`src/rtl/hz_pkg.sv`:
```
package hz_pkg;
  // number of source operands compared per decode instruction
  localparam int unsigned SRC_PORTS    = 2;
  // number of older pipeline stages watched for producers
  localparam int unsigned WATCH_STAGES = 2;

  typedef enum int unsigned {
    WATCH_IDEX  = 0,
    WATCH_EXMEM = 1
  } watch_stage_e;
endpackage

```
`src/rtl/hz_compare.sv`:
```
module hz_compare #(
  parameter int unsigned REG_AW = 5,
  parameter int unsigned NSRC   = 2
) (
  input  logic                       clk,
  input  logic                       rst,
  input  logic [NSRC-1:0][REG_AW-1:0] src_name,
  input  logic [NSRC-1:0]            src_used,
  input  logic [REG_AW-1:0]          old_rd,
  input  logic                       old_wen,
  output logic                       hit
);
  localparam logic [REG_AW-1:0] ZERO_REG = '0;

  logic             dest_live;
  logic [NSRC-1:0]  per_src;

  assign dest_live = old_wen && (old_rd != ZERO_REG);

  for (genvar s = 0; s < NSRC; s++) begin : g_src
    assign per_src[s] = src_used[s] && (src_name[s] == old_rd);
  end

  assign hit = dest_live && (|per_src);

  // a match requires a writing older instruction with a nonzero destination
  assert_live_dest_R5: assert property (@(posedge clk) disable iff (rst)
    hit |-> (old_wen && old_rd != ZERO_REG));
endmodule

```
`src/rtl/hz_track.sv`:
```
module hz_track #(
  parameter int unsigned REG_AW = 5,
  parameter int unsigned CTRL_W = 8
) (
  input  logic              clk,
  input  logic              rst,
  input  logic              bubble,
  input  logic [REG_AW-1:0] dec_rd,
  input  logic              dec_wen,
  input  logic [CTRL_W-1:0] dec_ctrl,
  output logic [REG_AW-1:0] idex_rd,
  output logic              idex_wen,
  output logic [CTRL_W-1:0] idex_ctrl,
  output logic [REG_AW-1:0] exmem_rd,
  output logic              exmem_wen
);
  always_ff @(posedge clk) begin
    if (rst) begin
      idex_rd   <= '0;
      idex_wen  <= 1'b0;
      idex_ctrl <= '0;
      exmem_rd  <= '0;
      exmem_wen <= 1'b0;
    end else begin
      exmem_rd  <= idex_rd;
      exmem_wen <= idex_wen;
      if (bubble) begin
        idex_rd   <= '0;
        idex_wen  <= 1'b0;
        idex_ctrl <= '0;
      end else begin
        idex_rd   <= dec_rd;
        idex_wen  <= dec_wen;
        idex_ctrl <= dec_ctrl;
      end
    end
  end

  // a stall cycle leaves an all-zero entry behind it
  assert_bubble_zero_R7: assert property (@(posedge clk) disable iff (rst)
    bubble |=> (idex_ctrl == '0 && !idex_wen));

  // without a stall the decode fields are taken over
  assert_issue_load_R9: assert property (@(posedge clk) disable iff (rst)
    !bubble |=> (idex_rd == $past(dec_rd) && idex_ctrl == $past(dec_ctrl)
                 && idex_wen == $past(dec_wen)));

  // the memory-stage entry follows the execute-stage entry
  assert_shift_mem_R9: assert property (@(posedge clk) disable iff (rst)
    1'b1 |=> (exmem_rd == $past(idex_rd) && exmem_wen == $past(idex_wen)));
endmodule

```
`src/rtl/hazard_interlock.sv`:
```
module hazard_interlock #(
  parameter int unsigned REG_AW = 5,
  parameter int unsigned CTRL_W = 8
) (
  input  logic              clk,
  input  logic              rst,
  input  logic [REG_AW-1:0] dec_rs1,
  input  logic [REG_AW-1:0] dec_rs2,
  input  logic              dec_use_rs1,
  input  logic              dec_use_rs2,
  input  logic [REG_AW-1:0] dec_rd,
  input  logic              dec_wen,
  input  logic [CTRL_W-1:0] dec_ctrl,
  output logic              pc_hold,
  output logic              ifid_hold,
  output logic [CTRL_W-1:0] idex_ctrl
);
  import hz_pkg::*;

  localparam int unsigned NSRC = SRC_PORTS;
  localparam int unsigned NSTG = WATCH_STAGES;

  logic [NSRC-1:0][REG_AW-1:0] src_name;
  logic [NSRC-1:0]             src_used;
  logic [NSTG-1:0][REG_AW-1:0] stg_rd;
  logic [NSTG-1:0]             stg_wen;
  logic [NSTG-1:0]             stg_hit;
  logic                        conflict;

  logic [REG_AW-1:0] idex_rd, exmem_rd;
  logic              idex_wen, exmem_wen;

  assign src_name[0] = dec_rs1;
  assign src_name[1] = dec_rs2;
  assign src_used[0] = dec_use_rs1;
  assign src_used[1] = dec_use_rs2;

  assign stg_rd[WATCH_IDEX]   = idex_rd;
  assign stg_wen[WATCH_IDEX]  = idex_wen;
  assign stg_rd[WATCH_EXMEM]  = exmem_rd;
  assign stg_wen[WATCH_EXMEM] = exmem_wen;

  for (genvar g = 0; g < NSTG; g++) begin : g_watch
    hz_compare #(.REG_AW(REG_AW), .NSRC(NSRC)) cmp_i (
      .clk      (clk),
      .rst      (rst),
      .src_name (src_name),
      .src_used (src_used),
      .old_rd   (stg_rd[g]),
      .old_wen  (stg_wen[g]),
      .hit      (stg_hit[g])
    );
  end

  assign conflict  = |stg_hit;
  assign pc_hold   = conflict;
  assign ifid_hold = conflict;

  hz_track #(.REG_AW(REG_AW), .CTRL_W(CTRL_W)) track_i (
    .clk       (clk),
    .rst       (rst),
    .bubble    (conflict),
    .dec_rd    (dec_rd),
    .dec_wen   (dec_wen),
    .dec_ctrl  (dec_ctrl),
    .idex_rd   (idex_rd),
    .idex_wen  (idex_wen),
    .idex_ctrl (idex_ctrl),
    .exmem_rd  (exmem_rd),
    .exmem_wen (exmem_wen)
  );

  // a producer found in execute is still live one stage later
  assert_ex_moves_R2: assert property (@(posedge clk) disable iff (rst)
    stg_hit[WATCH_IDEX] |=> (exmem_wen && exmem_rd != '0));

  // holds only appear while a live producer sits in a watched stage
  assert_hold_cause_R8: assert property (@(posedge clk) disable iff (rst)
    pc_hold |-> ((idex_wen && idex_rd != '0) || (exmem_wen && exmem_rd != '0)));
endmodule

```
`config.mk`:
```
export PLATFORM = sky130hd
export DESIGN_NAME = hazard_interlock
export DESIGN_NICKNAME = d
export VERILOG_FILES = /design/src/rtl/hz_pkg.sv /design/src/rtl/hz_compare.sv /design/src/rtl/hz_track.sv /design/src/rtl/hazard_interlock.sv
export SDC_FILE = /design/constraint.sdc
export NUM_CORES = 1
export LEC_CHECK = 0
export BUFFER_PORTS_ARGS = -buffer_cell sky130_fd_sc_hd__clkbuf_2
export CAP_MARGIN = 10
export CORE_AREA = 2 2 48 50
export DETAILED_ROUTE_END_ITERATION = 10
export DIE_AREA = 0 0 50 52
export PLACE_DENSITY_LB_ADDON = 0.08
export SLEW_MARGIN = 20
export SYNTH_ARGS = -nofsm -noshare
export SYNTH_HDL_FRONTEND = slang
export SYNTH_SLANG_ARGS = --single-unit
```
`constraint.sdc`:
```
create_clock -name clk -period 2.92 [get_ports clk]
set_input_delay 0.292 -clock clk [delete_from_list [all_inputs] [get_ports clk]]
set_output_delay 0.292 -clock clk [all_outputs]
set_load 0.02 [all_outputs]
```
== Yosys cells after proc, flatten, opt, wreduce, memory -nomap -nowiden ==
Cells that the tools add are included.
Cells by class
  equality and inequality tests: 4
  reduce and logical (&&, ||, !) cells: 14
Operator list (count)
  equality test 5 bit: 4
  nonzero test 5 bit: 2
  logical AND 1 bit: 8
  OR reduction 2 bit: 3
  OR reduction 3 bit: 1
Storage, ports and cells
  flip-flop bits (word level): 20
  bits of input ports: 28

== Longest topological paths before layout ==
  word-level depth: 5
  depth in mapped cells: 6
  depth with buffers taken out: 4

== By module ==
A second synthesis with hierarchy kept.
Unflattened totals
  cell total of the unflattened synthesis: 79
  area, all modules: 895.9 µm²
By module, submodules not included
  hz_track: times used 1, cells each 43, area each 614.3 µm², sequential area each 400.4 µm²
  hz_compare: times used 2, cells each 17, area each 133.9 µm², sequential area each 0.0 µm²
  hazard_interlock: times used 1, cells each 2, area each 13.8 µm², sequential area each 0.0 µm²

== Worst setup path before layout ==
No wires, ideal clock.
  path kind: register to output
  start: register track_i.idex_rd[0]
  end: output port pc_hold
  arrival: 1701 ps
  data required time: 2628 ps
  path slack: 927 ps
  cell stages (with the launch flop): 7
  buffers on the path: 2
  cells stage by stage: dfxtp_1 xnor2_1 nand4_1 o22ai_1 buf_2 a22o_1 buf_4
On the way
  cells in the longest elaborated chain, start to end: 5
  elaborated cells on any way between the ends: 9
Ends and longest elaborated chain
  start: declaration: RTL line hz_track.sv:11  | output logic [REG_AW-1:0] idex_rd,
  start signal: assignment: RTL line hz_track.sv:32  | idex_rd <= dec_rd;
  equality test 5 bit: RTL line hz_compare.sv:21  | assign per_src[s] = src_used[s] && (src_name[s] == old_rd);
  logical AND 1 bit: RTL line hz_compare.sv:21
  OR reduction 2 bit: RTL line hz_compare.sv:24  | assign hit = dest_live && (|per_src);
  logical AND 1 bit *: RTL line hz_compare.sv:24
  OR reduction 2 bit *: RTL line hazard_interlock.sv:55  | assign conflict = |stg_hit;
  end: declaration: RTL line hazard_interlock.sv:14  | output logic pc_hold,
Mark *: on every way between the ends. The rest lies on a longest branch, timed or not.

== Worst setup path in the final report ==
  start: register track_i.idex_rd[1]
  end: output port pc_hold
Same word-level chain as after synthesis.

==> metrics <==
worst min path class=in -> reg; final hold viol count=0; # rows=17; antenna fix cells=0; Vias/cell=5.16; die extent in x=50 µm; TritonCTS buffer count=3; synthesized net count=124; # Max-Cap Violations=0; Syn Area/Cell=10.6 µm²; IO Pins=38; Worst Setup SP=track_i.idex_rd[1]; Antenna Nets Post-Route=0; Least-Margin Pin Slew=0.388 ns; Crit Path Category=reg -> out; Yosys reg bits=20; status=finished, final reports clean; YS warnings=0; Max Fclk=0.452 GHz; crit share post-route=0.758; Max-slew headroom=0.741; Die ar.=0.00260 mm²; Crit path largest cell delay=0.50 ns; pwr/cell area=448 mW/mm²; Pre-Repair DR Iteration Count=4; initial antenna violation count=0; worst r2r src=track_i.idex_rd[1]; Critical Path Sink Type=output pin; fin nets=161; vias in the first global route=739; Slew Limit Fails=0; setup violators final=0; Critical Path RT=2.63 ns; critical path arrival=1.92 ns; die height=52 µm; maximum VDD drop=0.247 mV; Post-Route WL=1940 µm; Mapped Cells=96; Cell Count, Final, Fillers Out=160; CTS tree=built; area delta synth->final=22.4%; cell total after placement=156; Post-CTS Resized=0; CTS clock-pin slew for the worst setup and hold paths=0.12 ns; vias post-DR=825; Final WS setup=0.706 ns; Post-CTS Hold Fix Bufs=0; RSZ-0062 raised after global routing=false; first-pass GRT wire length=3330 µm; Seq/Total Area, Yosys=0.394; clock sinks=20; total power=0.000557 W; wire per inst=12.1 µm; # H-tree levels=1; Worst Hold Launch=dec_ctrl[7]; Initial DRC Count=7; leakage=0.532 nW; post-route minimum period=2.21 ns; Remaining Overflow, GRT=0; worst-case clock buffer depth=2; DRC=0; Setup Fix Bufs, Post-CTS=0; largest net degree at the start of global routing=21; Setup Skew=0.0153 ns; share of cells above drive strength 1=0.409; cells along the critical path=or4_1 > o21a_2 > a22o_1 > clkbuf_2; CP max stage cell=or4_1; smallest hold slack=0.203 ns; setup TNS=0 ns; initial core utilization=0.483; clk root buf=clkbuf_4; Global Route Usage Sum=0.171; clock latency on the worst-skew pair=0.29 ns; routability cong.=0.797; quantity of I/O buffers inserted on ports=37; Cell Area, Synth=0.00102 mm²; Synth cell types=16; CP max FO=15; Core Area=0.00211 mm²; Setup Slack @ Placement=1.02 ns; startpoint types=flop
==> where the power goes <==
part           switching, W  internal (W)  total, W
Clock             0.0000790     0.0000759  0.000155
Sequential        0.0000101      0.000287  0.000297
Combinational     0.0000520     0.0000532  0.000105
Total              0.000141      0.000416  0.000557
==> per-stage QoR <==
stage | utilization | instance area, µm²
floorplan | - | 1020
global placement | 0.574 | 1210
detailed placement | 0.574 | 1210
CTS | 0.591 | 1240
global route | 0.591 | 1240
finish | 0.591 | 1240
==> synthesized netlist by cell type <==
cell type / n / share of area
o22ai_1: 2 / 0.012
dfxtp_1: 20 / 0.39
nand2b_1: 14 / 0.086
nand2_1: 4 / 0.015
a22o_1: 1 / 0.0086
nand4_1: 4 / 0.025
buf_4: 2 / 0.015
buf_2: 2 / 0.0098
clkbuf_1: 2 / 0.0074
or4_1: 2 / 0.015
o21a_2: 2 / 0.017
nor2b_1: 6 / 0.037
a221oi_1: 5 / 0.043
a221oi_2: 9 / 0.13
xnor2_1: 20 / 0.17
buf_6: 1 / 0.011
==> path summary, 6_finish.rpt <==
| path | to | slack (ns) | cells after the start |
|---|---|---|---|
| worst max-delay path | pc_hold | 0.71 | 4 |
| worst min-delay path | track_i.idex_ctrl[7] | 0.20 | 3 |
| worst max register to register | track_i.idex_rd[2] | 1.32 | 3 |
| worst min register to register | track_i.exmem_wen | 0.49 | 1 |
==> layout by cell type (no fill, tap or decap) <==
master / instances
a221oi_1: 5
a221oi_2: 9
a22o_1: 1
buf_4: 2
clkbuf_2: 37
clkbuf_4: 3
clkbuf_8: 1
dfxtp_1: 20
nand2_1: 4
nand2b_1: 14
nand4_1: 4
nor2b_1: 6
o21a_2: 2
o22ai_1: 2
or4_1: 2
xnor2_1: 20
==> area by class of cell <==
cell class	instances	area, µm²
Sequential cell	20	400
Clock buffer	4	36.3
Multi-Input combinational cell	69	573
Tap cell	28	35.0
Fill cell	203	861
Timing Repair Buffer	39	200
==> flip-flops by register name (all words and copies together) (netlist names) <==
name	flops
track_i.idex_ctrl	8
track_i.idex_wen	1
track_i.exmem_wen	1
track_i.idex_rd	5
track_i.exmem_rd	5
==> logic make-up after synthesis <==
family	count (synthesis)	share of synthesized area
and+or+nand+nor	30	0.177
buffers and inverters	7	0.0430
AOI/OAI and AO/OA	19	0.214
DFF	20	0.394
xor gates and xnor gates	20	0.172
==> metal layers <==
| metal | share of wire | global-route usage | wire length, µm | vias to the layer above |
|---|---|---|---|---|
| li1 | - | - | - | 417 |
| met1 | 0.44 | 0.227 | 850 | 384 |
| met2 | 0.50 | 0.276 | 974 | 22 |
| met3 | 0.049 | 0.0172 | 94 | 2 |
| met4 | 0.0088 | 0.0833 | 17 | 0 |
| met5 | 0 | 0 | 0 | - |
==> worst max-delay path: cells and delay by family, from the launching register on <==
| kind | cells | cell delay (ns) |
|---|---|---|
| buffers and inverters | 1 | 0.16 |
| flip-flops | 1 | 0.36 |
| AO/OA/AOI/OAI | 2 | 0.61 |
| AND/OR/NAND/NOR | 1 | 0.50 |
Power figures use the tool's default switching activity.
